<file path="src/rtl/nco_pkg.sv">
`timescale 1ns/1ps
package nco_pkg;
  // Per-cycle accumulator controls, registered together with the selected words
  typedef struct packed {
    logic clear;
    logic hold;
  } nco_ctl_t;
endpackage

</file>
<file path="src/rtl/nco_in_stage.sv">
`timescale 1ns/1ps
module nco_in_stage
  import nco_pkg::*;
#(
  parameter int ACC_W = 28,
  parameter int PH_W  = 12
) (
  input  logic             clk,
  input  logic             rst_n,
  input  logic [ACC_W-1:0] freq_a,
  input  logic [ACC_W-1:0] freq_b,
  input  logic [PH_W-1:0]  ofs_a,
  input  logic [PH_W-1:0]  ofs_b,
  input  logic             fsel,
  input  logic             osel,
  input  logic             clear_in,
  input  logic             hold_in,
  output logic [ACC_W-1:0] inc_q,
  output logic [PH_W-1:0]  ofs_q,
  output nco_ctl_t         ctl_q
);
  logic [ACC_W-1:0] inc_d;
  logic [PH_W-1:0]  ofs_d;
  nco_ctl_t         ctl_d;

  always_comb begin
    inc_d       = fsel ? freq_b : freq_a;
    ofs_d       = osel ? ofs_b : ofs_a;
    ctl_d.clear = clear_in;
    ctl_d.hold  = hold_in;
  end

  always_ff @(posedge clk or negedge rst_n) begin
    if (!rst_n) begin
      inc_q <= '0;
      ofs_q <= '0;
      ctl_q <= '0;
    end else begin
      inc_q <= inc_d;
      ofs_q <= ofs_d;
      ctl_q <= ctl_d;
    end
  end
endmodule

</file>
<file path="src/rtl/nco_accum.sv">
`timescale 1ns/1ps
module nco_accum
  import nco_pkg::*;
#(
  parameter int ACC_W = 28
) (
  input  logic             clk,
  input  logic             rst_n,
  input  logic [ACC_W-1:0] inc,
  input  nco_ctl_t         ctl,
  output logic [ACC_W-1:0] acc_q
);
  logic             acc_en;
  logic [ACC_W-1:0] acc_d;

  // clear wins over hold; natural wrap modulo 2^ACC_W
  always_comb begin
    acc_en = ctl.clear | ~ctl.hold;
    acc_d  = ctl.clear ? '0 : acc_q + inc;
  end

  always_ff @(posedge clk or negedge rst_n) begin
    if (!rst_n) begin
      acc_q <= '0;
    end else if (acc_en) begin
      acc_q <= acc_d;
    end
  end
endmodule

</file>
<file path="src/rtl/nco_out_pipe.sv">
`timescale 1ns/1ps
module nco_out_pipe #(
  parameter int PH_W = 12,
  parameter int TAIL = 5
) (
  input  logic            clk,
  input  logic            rst_n,
  input  logic [PH_W-1:0] acc_top,
  input  logic [PH_W-1:0] ofs,
  output logic [PH_W-1:0] phase,
  output logic            msb
);
  localparam int SW = PH_W + 1;

  logic [PH_W-1:0] ofs_d1;
  logic [SW-1:0]   head_d;
  logic [SW-1:0]   head_q;
  logic [SW-1:0]   last_q;

  // offset delayed one stage to line up with the accumulator update
  always_comb begin
    head_d = {acc_top[PH_W-1], acc_top + ofs_d1};
  end

  always_ff @(posedge clk or negedge rst_n) begin
    if (!rst_n) begin
      ofs_d1 <= '0;
      head_q <= '0;
    end else begin
      ofs_d1 <= ofs;
      head_q <= head_d;
    end
  end

  generate
    if (TAIL == 0) begin : g_no_tail
      assign last_q = head_q;
    end else begin : g_tail
      logic [SW-1:0] tail_q [TAIL];
      always_ff @(posedge clk or negedge rst_n) begin
        if (!rst_n) begin
          for (int i = 0; i < TAIL; i++) tail_q[i] <= '0;
        end else begin
          tail_q[0] <= head_q;
          for (int i = 1; i < TAIL; i++) tail_q[i] <= tail_q[i-1];
        end
      end
      assign last_q = tail_q[TAIL-1];
    end
  endgenerate

  assign phase = last_q[PH_W-1:0];
  assign msb   = last_q[SW-1];
endmodule

</file>
<file path="src/rtl/nco_phase_core.sv">
`timescale 1ns/1ps
module nco_phase_core
  import nco_pkg::*;
#(
  parameter int ACC_W = 28,
  parameter int PH_W  = 12,
  parameter int LAT   = 8
) (
  input  logic             clk,
  input  logic             rst_n,
  input  logic [ACC_W-1:0] freq_word_a,
  input  logic [ACC_W-1:0] freq_word_b,
  input  logic [PH_W-1:0]  phase_ofs_a,
  input  logic [PH_W-1:0]  phase_ofs_b,
  input  logic             freq_pick,
  input  logic             ofs_pick,
  input  logic             acc_clear,
  input  logic             acc_hold,
  output logic [PH_W-1:0]  phase_out,
  output logic             acc_msb
);
  // input register, accumulator and sum register are fixed stages
  localparam int TAIL = LAT - 3;

  logic [ACC_W-1:0] sel_inc;
  logic [PH_W-1:0]  sel_ofs;
  nco_ctl_t         sel_ctl;
  logic             sel_clr;
  logic             sel_hold;
  logic [ACC_W-1:0] acc_val;

  nco_in_stage #(.ACC_W(ACC_W), .PH_W(PH_W)) u_in (
    .clk      (clk),
    .rst_n    (rst_n),
    .freq_a   (freq_word_a),
    .freq_b   (freq_word_b),
    .ofs_a    (phase_ofs_a),
    .ofs_b    (phase_ofs_b),
    .fsel     (freq_pick),
    .osel     (ofs_pick),
    .clear_in (acc_clear),
    .hold_in  (acc_hold),
    .inc_q    (sel_inc),
    .ofs_q    (sel_ofs),
    .ctl_q    (sel_ctl)
  );

  assign sel_clr  = sel_ctl.clear;
  assign sel_hold = sel_ctl.hold;

  nco_accum #(.ACC_W(ACC_W)) u_acc (
    .clk   (clk),
    .rst_n (rst_n),
    .inc   (sel_inc),
    .ctl   (sel_ctl),
    .acc_q (acc_val)
  );

  nco_out_pipe #(.PH_W(PH_W), .TAIL(TAIL)) u_out (
    .clk     (clk),
    .rst_n   (rst_n),
    .acc_top (acc_val[ACC_W-1 -: PH_W]),
    .ofs     (sel_ofs),
    .phase   (phase_out),
    .msb     (acc_msb)
  );
endmodule

</file>
<file path="config.mk">
export PLATFORM = sky130hd
export DESIGN_NAME = nco_phase_core
export DESIGN_NICKNAME = d
export VERILOG_FILES = /design/src/rtl/nco_pkg.sv /design/src/rtl/nco_in_stage.sv /design/src/rtl/nco_accum.sv /design/src/rtl/nco_out_pipe.sv /design/src/rtl/nco_phase_core.sv
export SDC_FILE = /design/constraint.sdc
export NUM_CORES = 1
export LEC_CHECK = 0
export CORE_MARGIN = 4
export CORE_UTILIZATION = 49
export DETAILED_ROUTE_END_ITERATION = 8
export PLACE_DENSITY = 0.76
export SYNTH_ARGS = -nofsm -noshare
export SYNTH_HDL_FRONTEND = slang
export SYNTH_SLANG_ARGS = --single-unit
</file>
<file path="constraint.sdc">
create_clock -name clk -period 2.25 [get_ports clk]
set_input_delay 0.3375 -clock clk [delete_from_list [all_inputs] [get_ports clk]]
set_output_delay 0.3375 -clock clk [all_outputs]
set_load 0.01 [all_outputs]
</file>
; After elaboration in Yosys (flattened, before gate mapping)
; Cells that the tools add are included.
[word_totals]
output_inout_bits = 13
inputBits = 86
word_cells = 19
register_bits = 160
[classes]
n_mux = 3
addsub = 2
bitwise_logic = 2
[ops]
columns = op, count
row1 = 28-bit two-way mux, 2
row2 = 28-bit adder, 1
row3 = 12-bit adder, 1
row4 = 12-bit two-way mux, 1
row5 = 1-bit inverter, 1
row6 = 1-bit OR, 1

; Depth between registers and ports, before layout
; Gate-level depths: netlist of run 1.
[logic_depth]
depth_word = 2
mapped_depth = 9
mapped_depth_nobuf = 9

; By module
; Synthesis of run 1 repeated with hierarchy kept, for this count alone.
[unflattened]
cells_unflattened = 547
hier_area_um2 = 7068.0
[modules_own_cells]
columns = mod, area_each_um2, cells_per_inst, seq_area_each_um2, instances
row1 = nco_out_pipe, 2845.2, 161, 2252.2, 1
row2 = nco_accum, 2587.5, 300, 700.7, 1
row3 = nco_in_stage, 1635.3, 86, 1051.0, 1

; Worst setup path after synthesis of run 1
; No wires, ideal clock.
[synth_timing]
path_type = reg-to-reg
startpoint = reg u_acc.acc_q[16]
endpoint = reg u_out.head_q[10]
arrival_time_ps = 2334
slack_ps = -164
t_required_ps = 2170
path_buffers = 0
path_stages_with_launch = 10
synth_period_minus_slack_ps = 2414
setup_time_ps = 80
cell_sequence = dfrtp_1 ha_1 fa_1 a21o_1 a21oi_1 o21bai_1 a2111o_1 a31o_2 a21oi_2 xnor2_1
[synth_via]
elab_chain_len = 1
[synth_rtl]
columns = item, line
row1 = start: declaration, nco_accum.sv:11  ; output logic [ACC_W-1:0] acc_q
row2 = start signal: assignment, nco_accum.sv:24  ; acc_q <= '0;
row3 = start signal: assignment, nco_accum.sv:26  ; acc_q <= acc_d;
row4 = 12-bit adder, nco_out_pipe.sv:22  ; head_d = {acc_top[PH_W-1], acc_top + ofs_d1};
row5 = named net u_out.head_d[10], nco_out_pipe.sv:16  ; logic [SW-1:0] head_d;
row6 = end signal: assignment, nco_out_pipe.sv:28  ; head_q <= '0;
row7 = end signal: assignment, nco_out_pipe.sv:31  ; head_q <= head_d;
row8 = end: declaration, nco_out_pipe.sv:17  ; logic [SW-1:0] head_q;
; The timed path passes the listed nets, and every way through them passes these cells.
; A chain may end at the register's enable or synchronous reset.

; Worst setup path in the final report of run 1
; Same ends and word-level chain as after synthesis.

==> summary.txt, run 1 <==
Worst setup path
  • Crit path max-delay cell type: dfrtp_1
  • Kind of cell adding the most delay to the critical path: compound AO/OA/AOI/OAI gates
  • R2r setup slk: -0.20 ns
  • Critical path, cell by cell: ha_2 > fa_2 > a21o_1 > a21oi_2 > o21bai_2 > a2111o_1 > a31o_2 > a21oi_2 > xnor2_1
  • Worst EP required: 2.60 ns
  • Maximum fanout along the worst path: 2
  • Worst path bufs/invs: 0
  • Crit path top cell by count: a21oi_2
  • Critical Path Start Type: register
  • Type of element capturing the critical path: register
  • CP arrival: 2.80 ns
  • Max incr delay on CP: 0.40 ns
  • Path type of the worst setup path: register to register

Clocking
  • Buffers from clock root to sink, at most: 2
  • CTS tree: yes
  • Number of clock sinks seen by CTS: 160
  • Source-to-sink clock delay at the later pin of the worst-skew pair: 0.43 ns
  • H-tree Lvls: 4
  • Register clock-pin slew on the reported worst setup and hold paths: 0.07 ns
  • Total CTS buffers: 17
  • Clk Tree Root Cell: clkbuf_16

Floorplanning
  • Area inside the core boundary: 13900 um2
  • X dimension of the die: 127 um
  • Die span in y: 127 um
  • Top-level port count: 99
  • Initial standard-cell utilization of the core: 50.0%
  • Placement Rows: 43
  • Area enclosed by the die boundary: 16100 um2

STA
  • Slew of the pin with the lowest slew margin: 0.659 ns
  • Max-Slew Margin vs Limit: 55.9%
  • RSZ-0062 raised after global routing: true
  • Number of max-slew violations in the final report: 0
  • Fin Clk Skew: 0.0110 ns
  • Final critical-path share of the clock period: 109%
  • Number of setup violations in the final report: 11
  • Count of endpoints failing hold in the final timing report: 0
  • Final Worst Setup Slack: -0.203 ns
  • Post-layout minimum cycle time: 2.45 ns
  • Total negative slack: -0.833 ns
  • Fmax achieved: 408 MHz

Logic synthesis
  • Async set or reset register ratio after synthesis: 100%
  • Cells after synthesis: 554
  • Number of synthesized register bits: 160
  • Leading post-synthesis cells by cell area: dfrtp_1 58%, ha_1 6.9%, mux2_2 6.5%
  • Share of synthesized area occupied by flip-flops and latches: 57.7%
  • Count of distinct cell types in the synthesized netlist: 66
  • Syn_area_per_cell: 12.5 um2
  • Share of Yosys cell area claimed by the top area cell type: 57.7%
  • Post-synth top area cell: dfrtp_1
  • Yosys warnings: 0
  • Dominant register cell in the synthesized netlist: dfrtp_1
  • Number of enable flip-flop cells after synthesis: 0
  • Synthesized Nets: 680
  • Synthesized cell area: 6940 um2

Routing
  • Remaining design rule violation count: 0
  • Via count normalized by instance count: 5.40
  • Number of routed nets with antenna violations: 0
  • Mean routed wirelength per cell: 17.9 um
  • DR pass1 iterations: 5
  • Drt first-iter violations: 364
  • Aggregate routed wire length: 16.1 mm
  • Number of vias after detailed routing: 4867

Finish
  • Utilization of the core after routing: 67.9%
  • Combined flip-flop and latch cell area: 4010 um2
  • Layout fillers: 967
  • Ant. Diodes: 0
  • Most common library cell in the layout ignoring fill and taps: dfrtp_1
  • Fraction of final layout cells sized beyond drive strength 1: 28.7%
  • Most frequent cells in the layout: 158 x dfrtp_1, 97 x clkdlybuf4s50_1, 64 x buf_4
  • Area overhead of the layout relative to synthesis: 35.8%
  • Area of the multi-input gates: 3040 um2
  • Nets: 834

GRT
  • Antenna violations before repair: 0
  • First-pass GRT wire length: 26.0 mm
  • Overflow left after global routing: 0
  • Tot GR Track Use: 20.5%
  • Vias in the first global route: 5241
  • Maximum number of pins on one net before global-route repair: 53

Pwr
  • Lkg Pwr: 4.20 nW
  • Worst supply voltage drop on vdd: 0.544 mV
  • Post-layout total power: 9.55 mW
  • Pwr dens: 1010 nW/um2

Placement
  • Global placer's final weighted congestion: 0.846
  • Pre-CTS setup slack: -0.233 ns
  • # port buffers: 98
  • Detail Placement HPWL: 11.1 mm

Run
  • Max-capacitance violation count: 0

Run status
  • Violated checks: negative setup slack
  • Run status: finished, violations left

Min path
  • Hold Path Class: register to register
[path summary, 6_finish.rpt]
path                       cells after the start               startpoint                      end
min                                            0  u_out.g_tail.tail_q[56]  u_out.g_tail.tail_q[43]
max reg2reg                                    9          u_acc.acc_q[16]         u_out.head_q[10]
min reg2reg                                    0  u_out.g_tail.tail_q[56]  u_out.g_tail.tail_q[43]
max                                            9          u_acc.acc_q[16]         u_out.head_q[10]
min in group asynchronous                      2                    rst_n           u_in.inc_q[14]
max in group asynchronous                      3                    rst_n         u_out.head_q[11]
[per-layer routing]
metal  part of all wire, %  global-route usage (%)  vias up
met5                     0                       0        -
li1                      -                       -     2274
met2                    52                    35.1      132
met1                    43                    26.2     2439
met4                   1.2                    6.50        0
met3                   3.7                    4.72       22
[metrics by stage]
step / instances / hold WS (ns) / instance area, um2
4_1_cts: 899 / 0.331 / 9220
3_3_place_gp: 861 / 0.299 / 8490
2_1_floorplan: 554 / 0.0419 / 6970
3_5_place_dp: 861 / 0.305 / 8490
6_report: 901 / 0.343 / 9420
5_1_grt: 901 / 0.335 / 9420
[kinds of logic (layout without fill, tap and decap cells)]
family	after synthesis	count (layout)	synth area share [%]
AO/OA/AOI/OAI	124	124	12.9
flip-flops	160	160	57.7
buffers and inverters	41	208	2.92
XOR/XNOR	30	30	3.79
adder cells (fa/ha/maj)	40	40	7.43
AND/OR/NAND/NOR	112	112	7.77
multiplexers	47	47	7.50
[where the power goes]
group	total, mW	switching (mW)	internal [mW]
Combinational	2.76	1.31	1.46
Sequential	4.00	0.330	3.67
Clock	2.78	1.28	1.50
Total	9.55	2.91	6.63
[cell type report]
class	count	area share (%)
Inverter	8	0.319
Clock inverter	14	1.51
Timing Repair Buffer	168	16.3
Multi-Input combinational cell	353	32.3
Tap cell	180	2.39
Sequential cell	160	42.5
Clock buffer	18	4.66
[registers in the layout (all words and copies together), names as in the netlist]
signal and flops:
u_in.inc_q 28, u_out.head_q 13, u_out.last_q 13, u_acc.acc_q 28
u_in.ctl_q 2, u_out.g_tail.tail_q 52, u_in.ofs_q 12, u_out.ofs_d1 12
[worst reg2reg max path: stages (launching register included)]
cell and delay (ns):
dfrtp_1 0.40, ha_2 0.21, fa_2 0.35, a21o_1 0.18, a21oi_2 0.20, o21bai_2 0.10, a2111o_1 0.40, a31o_2 0.26
a21oi_2 0.15, xnor2_1 0.12
[Yosys cell counts, types with 2 or more instances]
| master | instances |
|---|---|
| dfrtp_1 | 160 |
| a21oi_1 | 42 |
| mux2_2 | 40 |
| ha_1 | 38 |
| nor2_1 | 36 |
| nand2_1 | 30 |
| xnor2_1 | 23 |
| clkbuf_1 | 13 |
| a21o_1 | 12 |
| buf_4 | 12 |
| nor3_1 | 12 |
| o21ai_0 | 11 |
| a22o_1 | 10 |
| inv_1 | 8 |
| o21a_1 | 8 |
| mux2i_1 | 7 |
| nand3_1 | 7 |
| xor2_1 | 7 |
| nand4_1 | 6 |
| o21bai_1 | 6 |
| buf_1 | 5 |
| a211oi_1 | 3 |
| nor2b_1 | 3 |
| o211ai_1 | 3 |
| a21boi_0 | 2 |
| a21oi_2 | 2 |
| a22oi_1 | 2 |
| a32oi_1 | 2 |
| and3_1 | 2 |
| buf_2 | 2 |
| fa_1 | 2 |
| nand2b_1 | 2 |
| nor4_1 | 2 |
| or4b_1 | 2 |
[timing repair]
action,4_1_cts,5_1_grt
hold endpoints to repair,48,0
endpoints found under the setup margin,18,20
pin swaps,17,17
resized for setup,18,41
setup buffers,5,2
hold buffers,1,0
Note: power is estimated with default switching activity, not from simulation.
==> run 2, diff against run 1 <==
--- a/config.mk
+++ b/config.mk
@@ -8,7 +8,7 @@
 export CORE_MARGIN = 4
 export CORE_UTILIZATION = 49
 export DETAILED_ROUTE_END_ITERATION = 8
-export PLACE_DENSITY = 0.76
+export PLACE_DENSITY = 0.77
 export SYNTH_ARGS = -nofsm -noshare
 export SYNTH_HDL_FRONTEND = slang
 export SYNTH_SLANG_ARGS = --single-unit
==> run 2 against run 1 <==
  * The run still ends with negative setup slack left
  * Global-route usage is 0.069 points lower
  * Die area stayed put
  * First-iteration DRC count is 40% lower
  * Core utilization is 0.67 points higher
  * Wire length is 1.4% higher
  * Combinational power is 3% higher
  * Clock skew is 0.00088 ns lower
  * Count of clock-buffer cells in the layout stayed put
  * Clock power is 3% lower
  * Hold slack hardly changed
  * Total power hardly changed
  * Highest routed layer unchanged
==> summary.txt, run 2 (same netlist as run 1, synthesis figures left out) <==
Run status
  • Run status: finished, violations left
  • Violated checks: negative setup slack

Worst setup path
  • Kind of cell adding the most delay to the critical path: compound AO/OA/AOI/OAI gates
  • Maximum fanout along the worst path: 4
  • Crit path max-delay cell type: dfrtp_1
  • Max incr delay on CP: 0.42 ns
  • Path type of the worst setup path: register to register
  • Worst EP required: 2.56 ns
  • Type of element capturing the critical path: register
  • CP arrival: 2.73 ns
  • Worst path bufs/invs: 0
  • Critical path, cell by cell: ha_4 > fa_2 > a21o_1 > a221oi_4 > a21oi_4 > a31oi_4 > o41ai_4 > xnor2_1 > a22o_1
  • Critical Path Start Type: register

STA
  • Final Worst Setup Slack: -0.172 ns
  • RSZ-0062 raised after global routing: true
  • Total negative slack: -1.30 ns
  • Fin Clk Skew: 0.0102 ns
  • Final critical-path share of the clock period: 108%
  • Number of setup violations in the final report: 12
  • Number of max-slew violations in the final report: 0
  • Count of endpoints failing hold in the final timing report: 0
  • Fmax achieved: 413 MHz
  • Post-layout minimum cycle time: 2.42 ns
  • Slew of the pin with the lowest slew margin: 1.39 ns
  • Max-Slew Margin vs Limit: 7.18%

Finish
  • Ant. Diodes: 0
  • Fraction of final layout cells sized beyond drive strength 1: 29.3%
  • Most frequent cells in the layout: 159 x dfrtp_1, 97 x clkdlybuf4s50_1, 72 x buf_4
  • Regs by FF count: u_out.g_tail.tail_q: 52 flops, u_acc.acc_q: 28 flops, u_in.inc_q: 28 flops
  • Post-route non-filler standard cell count: 908
  • Most common library cell in the layout ignoring fill and taps: dfrtp_1
  • Nets: 842
  • Area overhead of the layout relative to synthesis: 37.1%
  • Largest register FFs: 52
  • Register with the most flip-flops: u_out.g_tail.tail_q

GRT
  • Antenna violations before repair: 0
  • Overflow left after global routing: 0
  • Vias in the first global route: 5339
  • First-pass GRT wire length: 25.8 mm
  • Tot GR Track Use: 20.5%
  • Maximum number of pins on one net before global-route repair: 61

Clocking
  • CTS tree: yes
  • Number of clock sinks seen by CTS: 160
  • H-tree Lvls: 4
  • Clk Tree Root Cell: clkbuf_16
  • Register clock-pin slew on the reported worst setup and hold paths: 0.07 ns
  • Buffers from clock root to sink, at most: 2
  • Source-to-sink clock delay at the later pin of the worst-skew pair: 0.43 ns
  • Total CTS buffers: 17

Pwr
  • Clock network power share: 28.2%
  • Switching fraction of total power: 30.7%
  • Post-layout total power: 9.55 mW
  • Pwr dens: 1000 nW/um2
  • Fraction of power consumed by combinational cells: 29.9%
  • Sw power: 2.93 mW
  • Worst supply voltage drop on vdd: 0.616 mV
  • Cell-internal power: 6.62 mW
  • Sequential Power Share: 41.9%
  • Lkg Pwr: 4.27 nW

Floorplanning
  • X dimension of the die: 127 um
  • Initial standard-cell utilization of the core: 50.0%
  • Top-level port count: 99
  • Die span in y: 127 um
  • Area inside the core boundary: 13900 um2
  • Area enclosed by the die boundary: 16100 um2
  • Placement Rows: 43

Placement
  • Global placer's final weighted congestion: 0.855
  • # port buffers: 98
  • Detail Placement HPWL: 10.9 mm
  • Cell count after placement: 859

Routing
  • Aggregate routed wire length: 16.4 mm
  • Remaining design rule violation count: 0
  • DR pass1 iterations: 6
  • Number of routed nets with antenna violations: 0
  • Drt first-iter violations: 220
  • Mean routed wirelength per cell: 18.0 um
  • Number of vias after detailed routing: 4922
  • Via count normalized by instance count: 5.42

Min path
  • Hold Path Class: register to register

Run
  • Max-capacitance violation count: 0
run 2: routing by layer:
layer | track usage, % | vias up | wire length [um]
li1 | - | 2290 | -
met1 | 24.6 | 2443 | 6560
met2 | 36.2 | 161 | 8690
met3 | 4.26 | 28 | 763
met4 | 7.82 | 0 | 346
met5 | 0 | - | 0
run 2: path summary, 6_finish.rpt:
check	startpoint	end	slack, ns	cells past startpoint
worst max register to register	u_acc.acc_q[0]	u_acc.acc_q[20]	-0.17	9
worst min register to register	u_out.g_tail.tail_q[53]	u_out.g_tail.tail_q[40]	0.34	0
max in group asynchronous	rst_n	u_out.head_q[1]	1.07	3
worst min-delay path	u_out.g_tail.tail_q[53]	u_out.g_tail.tail_q[40]	0.34	0
min in group asynchronous	rst_n	u_in.inc_q[11]	0.46	2
worst max-delay path	u_acc.acc_q[0]	u_acc.acc_q[20]	-0.17	9
run 2: worst reg2reg max path, stage by stage, from the launching register on:
cell and delay, ns:
dfrtp_1 0.42, ha_4 0.18, fa_2 0.35, a21o_1 0.21, a221oi_4 0.32, a21oi_4 0.13, a31oi_4 0.25, o41ai_4 0.10
xnor2_1 0.15, a22o_1 0.20
run 2: metrics by stage:
| stage | instance area (um2) | setup slack, ns | hold slack [ns] | utilization, % |
|---|---|---|---|---|
| finish | 9520 | -0.172 | 0.342 | 68.6 |
| global route | 9520 | -0.255 | 0.353 | 68.6 |
| CTS | 9220 | -0.160 | 0.336 | 66.4 |
| detailed placement | 8470 | -0.210 | 0.335 | 61.0 |
| global placement | 8470 | -0.125 | 0.331 | 61.0 |
| floorplan | 6970 | -0.0273 | 0.0419 | - |
run 2: power groups by stage:
| stage | Sequential (mW) | Combinational (mW) | Clock, mW |
|---|---|---|---|
| final | 4.00 | 2.85 | 2.69 |
| after CTS | 4.00 | 2.60 | 2.74 |
| after global placement | 3.97 | 2.38 | 0 |
| after detailed placement | 4.02 | 2.44 | 0 |
| after global routing | 4.08 | 3.08 | 2.88 |
| after floorplan | 3.90 | 1.56 | 0 |
run 2: cell type report:
cell class	count	area (um2)
Clock inverter	13	124
Inverter	8	30.0
Tap cell	180	225
Multi-Input combinational cell	353	3110
Clock buffer	18	429
Timing Repair Buffer	176	1600
Sequential cell	160	4010
Fill cell	958	4360
run 2: repair_timing:
action | in CTS | in global routing
cloned | 0 | 0
endpoints found under the hold margin | 56 | 0
resized for setup | 20 | 43
endpoints found under the setup margin | 16 | 22
hold buffers | 1 | 0
setup buffers | 10 | 7
pin swaps | 23 | 23
==> run 3, diff against run 2 <==
--- a/config.mk
+++ b/config.mk
@@ -12,3 +12,4 @@
 export SYNTH_ARGS = -nofsm -noshare
 export SYNTH_HDL_FRONTEND = slang
 export SYNTH_SLANG_ARGS = --single-unit
+export TNS_END_PERCENT = 1
==> run 3 against run 2 <==
  * The run still ends with negative setup slack left
  * Register-to-register slack lost 0.02 ns
  * Hold slack better by 0.0043 ns
  * Sequential share of layout area up 1.3 points
  * Clock power grew 4%
  * Worst setup slack worse by 0.024 ns
  * Fmax decreased by 0.99%
  * Wire length is 4.0% lower
  * Non-clock buffer count decreased by 10
  * Core utilization decreased by 2.1 points
  * Critical endpoint is now u_out.head_q[10]
  * Largest cell class unchanged
  * Largest power group unchanged
==> summary.txt, run 3 (same netlist as run 1, synthesis figures left out) <==
STA
  • Number of max-slew violations in the final report: 0
  • Slew of the pin with the lowest slew margin: 0.565 ns
  • Number of setup violations in the final report: 11
  • Max-Slew Margin vs Limit: 62.2%
  • Post-layout minimum cycle time: 2.45 ns
  • RSZ-0062 raised after global routing: true
  • Fin Clk Skew: 0.00535 ns
  • Final Worst Setup Slack: -0.196 ns
  • Final critical-path share of the clock period: 109%
  • Count of endpoints failing hold in the final timing report: 0
  • Fmax achieved: 409 MHz
  • Total negative slack: -1.07 ns

Clocking
  • Register clock-pin slew on the reported worst setup and hold paths: 0.07 ns
  • H-tree Lvls: 4
  • CTS tree: yes
  • Buffers from clock root to sink, at most: 2
  • Clk Tree Root Cell: clkbuf_16
  • Total CTS buffers: 17
  • Number of clock sinks seen by CTS: 160
  • Source-to-sink clock delay at the later pin of the worst-skew pair: 0.42 ns

Finish
  • Utilization of the core after routing: 66.5%
  • Nets: 832
  • Largest register FFs: 52
  • Most frequent cells in the layout: 159 x dfrtp_1, 97 x clkdlybuf4s50_1, 64 x buf_4
  • Regs by FF count: u_out.g_tail.tail_q: 52 flops, u_acc.acc_q: 28 flops, u_in.inc_q: 28 flops
  • Register with the most flip-flops: u_out.g_tail.tail_q
  • Post-route non-filler standard cell count: 899
  • Area overhead of the layout relative to synthesis: 33.0%
  • Ant. Diodes: 0
  • Most common library cell in the layout ignoring fill and taps: dfrtp_1
  • Fraction of final layout cells sized beyond drive strength 1: 24.6%
  • Final non-filler cell area: 9230 um2

GRT
  • Overflow left after global routing: 0
  • Antenna violations before repair: 0
  • Vias in the first global route: 5101
  • Tot GR Track Use: 20.0%
  • Maximum number of pins on one net before global-route repair: 60
  • First-pass GRT wire length: 25.1 mm

Placement
  • Detail Placement HPWL: 10.9 mm
  • # port buffers: 98
  • Cell count after placement: 865
  • Global placer's final weighted congestion: 0.842
  • Dpl cell area: 8540 um2

Worst setup path
  • Worst path bufs/invs: 0
  • Worst EP required: 2.59 ns
  • Crit path top cell by count: a21oi_2
  • Type of element capturing the critical path: register
  • Path type of the worst setup path: register to register
  • Worst reg2reg endpoint: u_out.head_q[10]
  • Critical Path Start Type: register
  • CP arrival: 2.78 ns
  • Kind of cell adding the most delay to the critical path: compound AO/OA/AOI/OAI gates
  • Critical path, cell by cell: ha_2 > fa_2 > a21o_1 > a21oi_2 > o21bai_1 > a2111o_1 > a31o_2 > a21oi_2 > xnor2_1
  • Length in cells of the worst reg-to-reg path: 9
  • Max incr delay on CP: 0.40 ns
  • R2r setup slk: -0.20 ns
  • Origin of the critical flop-to-flop path: u_acc.acc_q[16]
  • Maximum fanout along the worst path: 2
  • Crit path max-delay cell type: a2111o_1

Pwr
  • Sequential Power Share: 42.4%
  • Post-layout total power: 9.43 mW
  • Lkg Pwr: 4.18 nW
  • Fraction of power consumed by combinational cells: 27.8%
  • Clock network power share: 29.8%
  • Worst supply voltage drop on vdd: 0.665 mV
  • Switching fraction of total power: 29.9%
  • Pwr dens: 1020 nW/um2
  • Sw power: 2.82 mW
  • Cell-internal power: 6.61 mW

Floorplanning
  • Initial standard-cell utilization of the core: 50.0%
  • X dimension of the die: 127 um
  • Area enclosed by the die boundary: 16100 um2
  • Area inside the core boundary: 13900 um2
  • Placement Rows: 43
  • Die span in y: 127 um
  • Top-level port count: 99

Min path
  • Worst hold endpoint: u_out.g_tail.tail_q[59]
  • Number of instances on the worst hold path: 0
  • Hold Path Class: register to register
  • Launch point of the worst hold path: u_out.head_q[7]

Routing
  • Number of routed nets with antenna violations: 0
  • DR pass1 iterations: 4
  • Via count normalized by instance count: 5.37
  • Remaining design rule violation count: 0
  • Mean routed wirelength per cell: 17.5 um
  • Aggregate routed wire length: 15.7 mm
  • Number of vias after detailed routing: 4830
  • Drt first-iter violations: 305

Run status
  • Run status: finished, violations left
  • Violated checks: negative setup slack

Run
  • Max-capacitance violation count: 0
## run 3: cell types whose count changed in the layout (fill, tap and decap cells not counted), moves of 2 or more
| cell | before | now |
|---|---|---|
| clkinvlp_4 | 4 | 2 |
| nor2b_1 | 1 | 3 |
| ha_4 | 11 | 1 |
| ha_1 | 23 | 34 |
| a211oi_1 | 0 | 2 |
| o21bai_1 | 4 | 6 |
| buf_12 | 1 | 3 |
| xnor2_2 | 3 | 0 |
| buf_4 | 72 | 64 |
| inv_6 | 3 | 6 |
| buf_6 | 5 | 1 |
| xnor2_1 | 20 | 23 |
| o21bai_2 | 2 | 0 |
## run 3: power by group through the flow
stage	clock network [mW]	registers, mW	logic (mW)
after CTS	2.86	4.01	2.56
final	2.81	4.00	2.62
after global placement	0	3.99	2.43
after global routing	2.99	4.07	2.86
after detailed placement	0	4.05	2.48
after floorplan	0	3.90	1.56
## run 3: layout make-up
cell class / count / area (um2)
Clock buffer: 19 / 433
Multi-Input combinational cell: 353 / 2860
Tap cell: 180 / 225
Clock inverter: 13 / 140
Sequential cell: 160 / 4010
Fill cell: 1024 / 4650
Inverter: 8 / 30.0
Timing Repair Buffer: 166 / 1530
## run 3: metrics by stage
| step | worst slack (ns) | hold slack [ns] |
|---|---|---|
| after global routing | -0.288 | 0.339 |
| final | -0.196 | 0.347 |
| after global placement | -0.129 | 0.305 |
| after floorplan | -0.0273 | 0.0419 |
| after detailed placement | -0.172 | 0.311 |
| after CTS | -0.166 | 0.335 |
## run 3: metal layers
layer | global-route usage, % | vias to the layer above | wire length [um]
met5 | 0 | - | 0
met4 | 8.20 | 0 | 480
met3 | 4.01 | 38 | 737
met2 | 34.2 | 139 | 8030
met1 | 24.9 | 2375 | 6460
li1 | - | 2278 | -
## run 3: how the worst max path moves through the flow
stage	from	end	slack [ns]	depth (start not counted)
2_1_floorplan	u_acc.acc_q[0]	u_acc.acc_q[26]	-0.03	9
3_3_place_gp	u_acc.acc_q[0]	u_acc.acc_q[26]	-0.13	9
3_5_place_dp	u_in.inc_q[0]	u_acc.acc_q[26]	-0.17	9
4_1_cts	u_acc.acc_q[16]	u_out.head_q[10]	-0.17	9
5_1_grt	u_acc.acc_q[16]	u_out.head_q[10]	-0.29	9
6_report	u_acc.acc_q[16]	u_out.head_q[10]	-0.20	9
## run 3: repair_timing
item / CTS / global route
endpoints found under the hold margin: 46 / 0
hold buffers: 1 / 0
resized for setup: 10 / 15
setup buffers: 0 / 1
setup endpoints to repair: 17 / 22
pin swaps: 4 / 2
## run 3: worst register-to-register path, stage by stage (launching register included)
cell and delay [ns]:
dfrtp_1 0.39, ha_2 0.22, fa_2 0.38, a21o_1 0.19, a21oi_2 0.14, o21bai_1 0.11, a2111o_1 0.40, a31o_2 0.26
a21oi_2 0.14, xnor2_1 0.14
